--- config.mk ---
export PLATFORM = sky130hd
export DESIGN_NAME = flash_rst_ctrl
export DESIGN_NICKNAME = d
export VERILOG_FILES = /design/src/rtl/frc_pkg.sv /design/src/rtl/frc_pulse_qual.sv /design/src/rtl/frc_sat_timer.sv /design/src/rtl/flash_rst_ctrl.sv
export SDC_FILE = /design/constraint.sdc
export NUM_CORES = 1
export LEC_CHECK = 0
export ABC_AREA = 1
export BUFFER_PORTS_ARGS = -buffer_cell sky130_fd_sc_hd__buf_4
export CAP_MARGIN = 20
export CORE_MARGIN = 5
export CORE_UTILIZATION = 41
export DETAILED_ROUTE_END_ITERATION = 7
export PLACE_DENSITY = 0.72
export SETUP_SLACK_MARGIN = 0.5
export SLEW_MARGIN = 0
export SYNTH_ARGS = -nofsm -noshare
export SYNTH_HDL_FRONTEND = slang
export SYNTH_SLANG_ARGS = --single-unit
--- constraint.sdc ---
create_clock -name clk_i -period 1.7 [get_ports clk_i]
set_input_delay 0.34 -clock clk_i [delete_from_list [all_inputs] [get_ports clk_i]]
set_output_delay 0.34 -clock clk_i [all_outputs]
set_load 0.05 [all_outputs]
--- src/rtl/frc_pkg.sv ---
package frc_pkg;
  typedef enum logic [1:0] {
    PH_RUN = 2'd0,
    PH_LOW = 2'd1,
    PH_RST = 2'd2
  } phase_e;
endpackage

--- src/rtl/frc_pulse_qual.sv ---
module frc_pulse_qual #(
  parameter int MIN_PULSE = 3
) (
  input  logic clk_i,
  input  logic rst_ni,
  input  logic pin_ni,
  input  logic hold_i,
  output logic hit_o,
  output logic abort_o
);
  localparam int W = (MIN_PULSE < 2) ? 1 : $clog2(MIN_PULSE + 1);

  logic [W-1:0] low_cnt_q;
  logic         abort_q;

  assign hit_o   = !pin_ni && !hold_i && (low_cnt_q == W'(MIN_PULSE - 1));
  assign abort_o = abort_q;

  always_ff @(posedge clk_i or negedge rst_ni) begin
    if (!rst_ni) begin
      low_cnt_q <= '0;
      abort_q   <= 1'b0;
    end else begin
      abort_q <= hit_o;
      if (pin_ni || hold_i || hit_o) low_cnt_q <= '0;
      else                           low_cnt_q <= low_cnt_q + 1'b1;
    end
  end

  assert_abort_single_R4: assert property (@(posedge clk_i) disable iff (!rst_ni)
    abort_o |=> !abort_o);
  assert_abort_after_low_R4: assert property (@(posedge clk_i) disable iff (!rst_ni)
    abort_o |-> $past(!pin_ni));
endmodule

--- src/rtl/frc_sat_timer.sv ---
module frc_sat_timer #(
  parameter int W = 4
) (
  input  logic         clk_i,
  input  logic         rst_ni,
  input  logic         clr_i,
  input  logic         en_i,
  input  logic [W-1:0] limit_i,
  output logic         done_o
);
  logic [W-1:0] cnt_q;

  assign done_o = (cnt_q >= limit_i);

  always_ff @(posedge clk_i or negedge rst_ni) begin
    if (!rst_ni)                       cnt_q <= '0;
    else if (clr_i)                    cnt_q <= '0;
    else if (en_i && cnt_q < limit_i)  cnt_q <= cnt_q + 1'b1;
  end

  assert_done_holds_R8: assert property (@(posedge clk_i) disable iff (!rst_ni)
    (done_o && !clr_i) |=> (done_o || !$stable(limit_i)));
endmodule

--- src/rtl/flash_rst_ctrl.sv ---
module flash_rst_ctrl #(
  parameter int MIN_PULSE = 3,
  parameter int RDY_IDLE  = 2,
  parameter int RDY_BUSY  = 10,
  parameter int RECOVER   = 3
) (
  input  logic clk_i,
  input  logic rst_ni,
  input  logic dev_rst_ni,
  input  logic busy_i,
  output logic rdy_o,
  output logic oe_en_o,
  output logic abort_o,
  output logic cmd_en_o,
  output logic sm_rst_o
);
  import frc_pkg::*;

  localparam int TMAX = (RDY_BUSY > RDY_IDLE) ?
                        ((RDY_BUSY > RECOVER) ? RDY_BUSY : RECOVER) :
                        ((RDY_IDLE > RECOVER) ? RDY_IDLE : RECOVER);
  localparam int TW   = $clog2(TMAX + 1);

  logic    hit, qual_q, was_busy_q;
  logic    rdy_done, rec_done, exit_rst, in_rst;
  logic [TW-1:0] rdy_limit;
  phase_e  phase;

  frc_pulse_qual #(.MIN_PULSE(MIN_PULSE)) u_qual (
    .clk_i   (clk_i),
    .rst_ni  (rst_ni),
    .pin_ni  (dev_rst_ni),
    .hold_i  (qual_q),
    .hit_o   (hit),
    .abort_o (abort_o)
  );

  assign rdy_limit = was_busy_q ? TW'(RDY_BUSY) : TW'(RDY_IDLE);

  // ready time runs from the qualifying edge
  frc_sat_timer #(.W(TW)) u_rdy_tmr (
    .clk_i   (clk_i),
    .rst_ni  (rst_ni),
    .clr_i   (!qual_q),
    .en_i    (qual_q),
    .limit_i (rdy_limit),
    .done_o  (rdy_done)
  );

  // recovery restarts on every low edge of the pin
  frc_sat_timer #(.W(TW)) u_rec_tmr (
    .clk_i   (clk_i),
    .rst_ni  (rst_ni),
    .clr_i   (!qual_q || !dev_rst_ni),
    .en_i    (1'b1),
    .limit_i (TW'(RECOVER)),
    .done_o  (rec_done)
  );

  assign exit_rst = qual_q && dev_rst_ni && rdy_done && rec_done;
  assign in_rst   = qual_q && !exit_rst;

  always_ff @(posedge clk_i or negedge rst_ni) begin
    if (!rst_ni) begin
      qual_q     <= 1'b0;
      was_busy_q <= 1'b0;
    end else begin
      if (hit)           qual_q <= 1'b1;
      else if (exit_rst) qual_q <= 1'b0;
      if (hit) was_busy_q <= busy_i;
    end
  end

  always_comb begin
    if (in_rst)           phase = PH_RST;
    else if (!dev_rst_ni) phase = PH_LOW;
    else                  phase = PH_RUN;
  end

  assign oe_en_o  = (phase == PH_RUN);
  assign cmd_en_o = (phase == PH_RUN);
  assign sm_rst_o = (phase == PH_RST);
  assign rdy_o    = in_rst ? !(was_busy_q && !rdy_done) : !busy_i;

  assert_pin_low_gates_R2: assert property (@(posedge clk_i) disable iff (!rst_ni)
    !dev_rst_ni |-> (!oe_en_o && !cmd_en_o));
  assert_abort_enters_rst_R5: assert property (@(posedge clk_i) disable iff (!rst_ni)
    abort_o |-> sm_rst_o);
  assert_ready_monotonic_R6: assert property (@(posedge clk_i) disable iff (!rst_ni)
    (sm_rst_o && rdy_o) |=> (rdy_o || !sm_rst_o));
  assert_exit_after_high_R8: assert property (@(posedge clk_i) disable iff (!rst_ni)
    $fell(sm_rst_o) |-> (dev_rst_ni && $past(dev_rst_ni)));
  assert_no_reabort_R9: assert property (@(posedge clk_i) disable iff (!rst_ni)
    (sm_rst_o && !abort_o) |-> !hit);
endmodule

# After elaboration in Yosys (flattened, before gate mapping)
# Index checks and enable logic that the tools add are counted.
# word_totals
ff_bits	13
input_bits	4
# classes
add_sub_neg	3
magnitude_cmp	4
eq_ne	3
n_mux	11
n_reduce_logical	20
# op_table
operator	count
two-way mux 4 bit	5
adder 4 x 1 -> 4 bit, second input constant	2
logical AND 1 bit	8
logical NOT 1 bit	6
equality test 2 bit, second input constant	2
greater-or-equal comparator 4 x 2 -> 1 bit, second input constant	1
greater-or-equal comparator 4 bit	1
less-than comparator 4 x 2 -> 1 bit, second input constant	1
less-than comparator 4 bit	1
two-way mux 1 bit	4
two-way mux 2 bit	2
nonzero test 2 bit	2
logical OR 1 bit	3
adder 2 x 1 -> 2 bit, second input constant	1
logical NOT 2 bit	1
!= test 2 x 1 -> 1 bit, second input constant	1

# Longest topological paths before layout
# logic_depth
word_depth	8
mapped_depth	9
mapped_depth_nobuf	8

# Cells and area by module
# Synthesis repeated with hierarchy kept, for this count alone.
# unflattened
hier_cells	133
hier_area_um2	948.4
# by_module_without_submodules
module	instances	cells_each	area_per_inst_um2
frc_sat_timer	2	50	345.3
flash_rst_ctrl	1	22	142.6
frc_pulse_qual	1	11	115.1

# Worst setup path after synthesis
# OpenSTA, ideal clock, no wires.
# synth_timing
kind	flip-flop to output port
startpoint	register was_busy_q
endpoint	output port oe_en_o
arrival_ps	1943
required_ps	1360
slack_ps	-583
stages_incl_launch_ff	10
path_buffers	1
cell_sequence	dfrtp_1 inv_1 ha_1 nand3_2 nand3_1 nand2_2 nand2_2 inv_2 nor2_2 buf_4
# synth_between
elab_chain_cells	8
# synth_lines
element	line_no	text
start: declaration	flash_rst_ctrl.sv:24	logic hit, qual_q, was_busy_q;
start signal: assignment	flash_rst_ctrl.sv:70	if (hit) was_busy_q <= busy_i;
two-way mux 4 bit	flash_rst_ctrl.sv:38	assign rdy_limit = was_busy_q ? TW'(RDY_BUSY) : TW'(RDY_IDLE);
greater-or-equal comparator 4 bit	frc_sat_timer.sv:13	assign done_o = (cnt_q >= limit_i);
logical AND 1 bit (2 in series)	flash_rst_ctrl.sv:60	assign exit_rst = qual_q && dev_rst_ni && rdy_done && rec_done;
logical NOT 1 bit	flash_rst_ctrl.sv:61	assign in_rst = qual_q && !exit_rst;
logical AND 1 bit	flash_rst_ctrl.sv:61	
two-way mux 2 bit	flash_rst_ctrl.sv:75	if (in_rst) phase = PH_RST;
logical NOT 2 bit	--	
end: declaration	flash_rst_ctrl.sv:12	output logic oe_en_o,
# No other way between the ends.

# Worst setup path after layout
# layout_timing
startpoint	register u_rdy_tmr.cnt_q[3]
endpoint	output port cmd_en_o
# layout_between
elab_chain_cells	7
# layout_lines
element	line_no	text
start: declaration	frc_sat_timer.sv:11	logic [W-1:0] cnt_q;
start signal: assignment	frc_sat_timer.sv:18	else if (en_i && cnt_q < limit_i) cnt_q <= cnt_q + 1'b1;
greater-or-equal comparator 4 bit	frc_sat_timer.sv:13	
logical AND 1 bit (2 in series)	flash_rst_ctrl.sv:60	
logical NOT 1 bit	flash_rst_ctrl.sv:61	
logical AND 1 bit	flash_rst_ctrl.sv:61	
two-way mux 2 bit	flash_rst_ctrl.sv:75	
logical NOT 2 bit	flash_rst_ctrl.sv:81	assign cmd_en_o = (phase == PH_RUN);
end: declaration	flash_rst_ctrl.sv:14	output logic cmd_en_o,
# No other way between the ends.

==> metrics.txt <==
Final setup violation count=4; met3 routed WL=roughly 48 microns; Critical Path RT=1.36 ns; wire length on met2=about 820 microns; Core Area=about 1700 sq um; Post-DRT Antenna Nets=0; Vias per Instance=approximately 4.9; Final Hold Violating Endpoints=0; synthesis-to-finish area growth=43.7%; sequence of cells on the critical path=ha_4 -> nand3_4 -> nand3_2 -> nand2_2 -> nand2_4 -> inv_8 -> nor2_4 -> buf_6; H-tree levels=1; clock tree sinks=13; GP Congestion=0.733; HPWL Detailed=1050 microns; DIE WIDTH=51.9 microns; Peak supply drop=0.812 mV; hold path depth=2; minimum clock period=2.04 ns; Post-Place Setup Slack=-0.0834 ns; Core Rows=15; max layer used=met4; Pins Over Slew Limit=0; total CTS buffers=3; die area=2690 sq um; Wirelength per Cell=~12 microns; Critical Path Start Type=flop; I/O pin total=9; CP Data Arrival Time=1.70 ns; failing checks=setup timing; largest net degree at the start of global routing=14; RSZ-0062 raised after global routing=yes; initial core utilization=42.6%; gr ovfl total=0; initial antenna violation count=0; DR iter-0 viols=6; slowest stage delay, CP=approximately 0.42 ns; CTS max path bufs=2; Max Fclk=between 400 and 500 MHz; register bit total from synthesis=13; wl on met1=roughly 570 microns; final wirelength=around 1500 microns; outcome=finished, violations left; sequential-to-total area share from yosys stat=a little under half; Hold Path Class=input pin to flop; Clock Skew=0.00967 ns; CP Max Fanout=4; Post-Syn Instances=slightly above 80; Die Y-Extent=a little over 50 microns; critical path capture point type=output port; Fin Hold WS=approximately 0.25 ns; Clock Latency Late Sink=between 0.2 and 0.3 ns; synth warn=0; Fillers=between 100 and 150; first-pass GRT wire length=2600 microns; syn nets=90; Final Total Pwr=between 1.5 and 2 mW; vias=580; DRC=0; pwr dens=~1600 nW/um^2; Yosys cell types=22; Worst Max-Slew Pin Slew=about 0.24 ns; slowest CP cell=dfrtp_1; Ant. Diodes=0; crit share post-route=120%; leakage=~0.5 nW; drt first pass iters=3; Mapped Avg Cell Area=8.88 sq um; Total GRT Usage=about an eighth; worst-case reg-to-reg path depth=8; Clk Tree Root Cell=clkbuf_4; Clk pin slew, worst setup/hold paths=roughly 0.080 ns; commonest non-fill, non-tap cells in the layout=inv_1 (13), dfrtp_1 (13), buf_4 (11); cell area after synthesis=719 sq um; final worst setup slack=-0.336 ns; final net count=approximately 110; fraction of layout cells with a size suffix above 1=about 42%; Worst Setup Path Type=flop to output port; Layout Cells excl Fill=between 100 and 150; port buffer count=8; vias in the first global route=slightly above 600; slew margin rel.=between 80% and 90%; max_cap viols=0; TritonCTS clock tree=built; Cells after DPL=110
[kinds of logic (layout without fill, tap and decap cells)]
group                    after synthesis  count (layout)  synth area share, %
XOR/XNOR                               2               2                 2.44
flip-flops                            13              13                 45.2
adder cells (fa/ha/maj)                5               5                 8.70
AO/OA/AOI/OAI                          8               8                 7.83
AND/OR/NAND/NOR                       35              35                 24.9
buffers and inverters                 18              38                 11.0
[cells in the mapped netlist]
| cell | instances | area share [%] |
|---|---|---|
| dfrtp_1 | 13 | 45 |
| nor2_1 | 7 | 3.7 |
| a21oi_2 | 2 | 2.4 |
| nand2_2 | 3 | 2.6 |
| nor3_2 | 1 | 1.4 |
| nand4_1 | 2 | 1.7 |
| nand3_2 | 1 | 1.4 |
| a21oi_1 | 2 | 1.4 |
| nand2_4 | 1 | 1.6 |
| o21bai_2 | 1 | 1.6 |
| inv_1 | 14 | 7.3 |
| ha_1 | 5 | 8.7 |
| o31ai_1 | 1 | 1.0 |
| nand2_1 | 11 | 5.7 |
| nor2_2 | 1 | 0.87 |
| buf_6 | 1 | 1.6 |
| buf_4 | 1 | 1.0 |
| o21ai_0 | 2 | 1.4 |
| xor2_1 | 2 | 2.4 |
| inv_2 | 2 | 1.0 |
| nand3_1 | 7 | 4.9 |
| nor3b_1 | 1 | 1.0 |
[layer usage]
| metal | vias up | GRT usage [%] |
|---|---|---|
| met5 | - | 0 |
| met2 | 6 | 22.4 |
| met4 | 0 | 4.80 |
| li1 | 292 | - |
| met3 | 2 | 5.44 |
| met1 | 280 | 15.0 |
[metrics by stage]
step	utilization [%]	TNS [ns]	cell area [sq um]
floorplan	-	-0.271	778
global placement	52.2	-0.0514	882
detailed placement	52.2	-0.156	882
CTS	57.8	-1.27	976
global route	61.2	-1.60	1030
finish	61.2	-1.25	1030
[worst max-delay path: cells and delay by family (launching register included)]
family        cells  cell delay (ns)
flops             1             0.42
buf+inv           2             0.20
fa+ha+maj         1             0.33
simple gates      5             0.45
[registers in the layout, indices dropped and copies added, names as in the netlist]
| register | count |
|---|---|
| qual_q | 1 |
| u_qual.abort_o | 1 |
| u_qual.low_cnt_q | 2 |
| u_rdy_tmr.cnt_q | 4 |
| u_rec_tmr.cnt_q | 4 |
| was_busy_q | 1 |
[cell type report]
| cell class | count | area [sq um] | share of cell area [%] |
|---|---|---|---|
| clock buffer | 4 | 26.3 | 2.54 |
| inverter | 16 | 67.6 | 6.54 |
| multi-input combinational | 50 | 429 | 41.5 |
| sequential | 13 | 325 | 31.5 |
| tap | 17 | 21.3 | 2.06 |
| timing repair buffer | 18 | 164 | 15.9 |
[where the power goes]
group	switching [mW]	total [mW]	internal (mW)
sequential	0.0646	0.452	0.388
clock	0.0970	0.188	0.0911
combinational	0.611	1.06	0.451
[worst paths after layout]
check	startpoint	end	slack, ns
min in group asynchronous	rst_ni	u_rdy_tmr.cnt_q[1]$_DFFE_PN0P_	0.43
min reg2reg	u_qual.low_cnt_q[0]$_DFF_PN0_	u_qual.low_cnt_q[0]$_DFF_PN0_	0.42
max reg2reg	was_busy_q$_DFFE_PN0P_	u_rdy_tmr.cnt_q[3]$_DFFE_PN0P_	0.23
max	u_rdy_tmr.cnt_q[3]$_DFFE_PN0P_	cmd_en_o	-0.34
max in group asynchronous	rst_ni	u_rec_tmr.cnt_q[0]$_DFFE_PN0P_	1.10
min	dev_rst_ni	u_qual.abort_o$_DFF_PN0_	0.25
[timing repair]
item	CTS	global route
hold buffers	1	0
gates resized for setup	11	9
pin swaps	6	3
endpoints found under the hold margin	13	0
buffers inserted	2	1
gates cloned	0	0
setup endpoints to repair	9	11
Power figures use the tool's default switching activity.
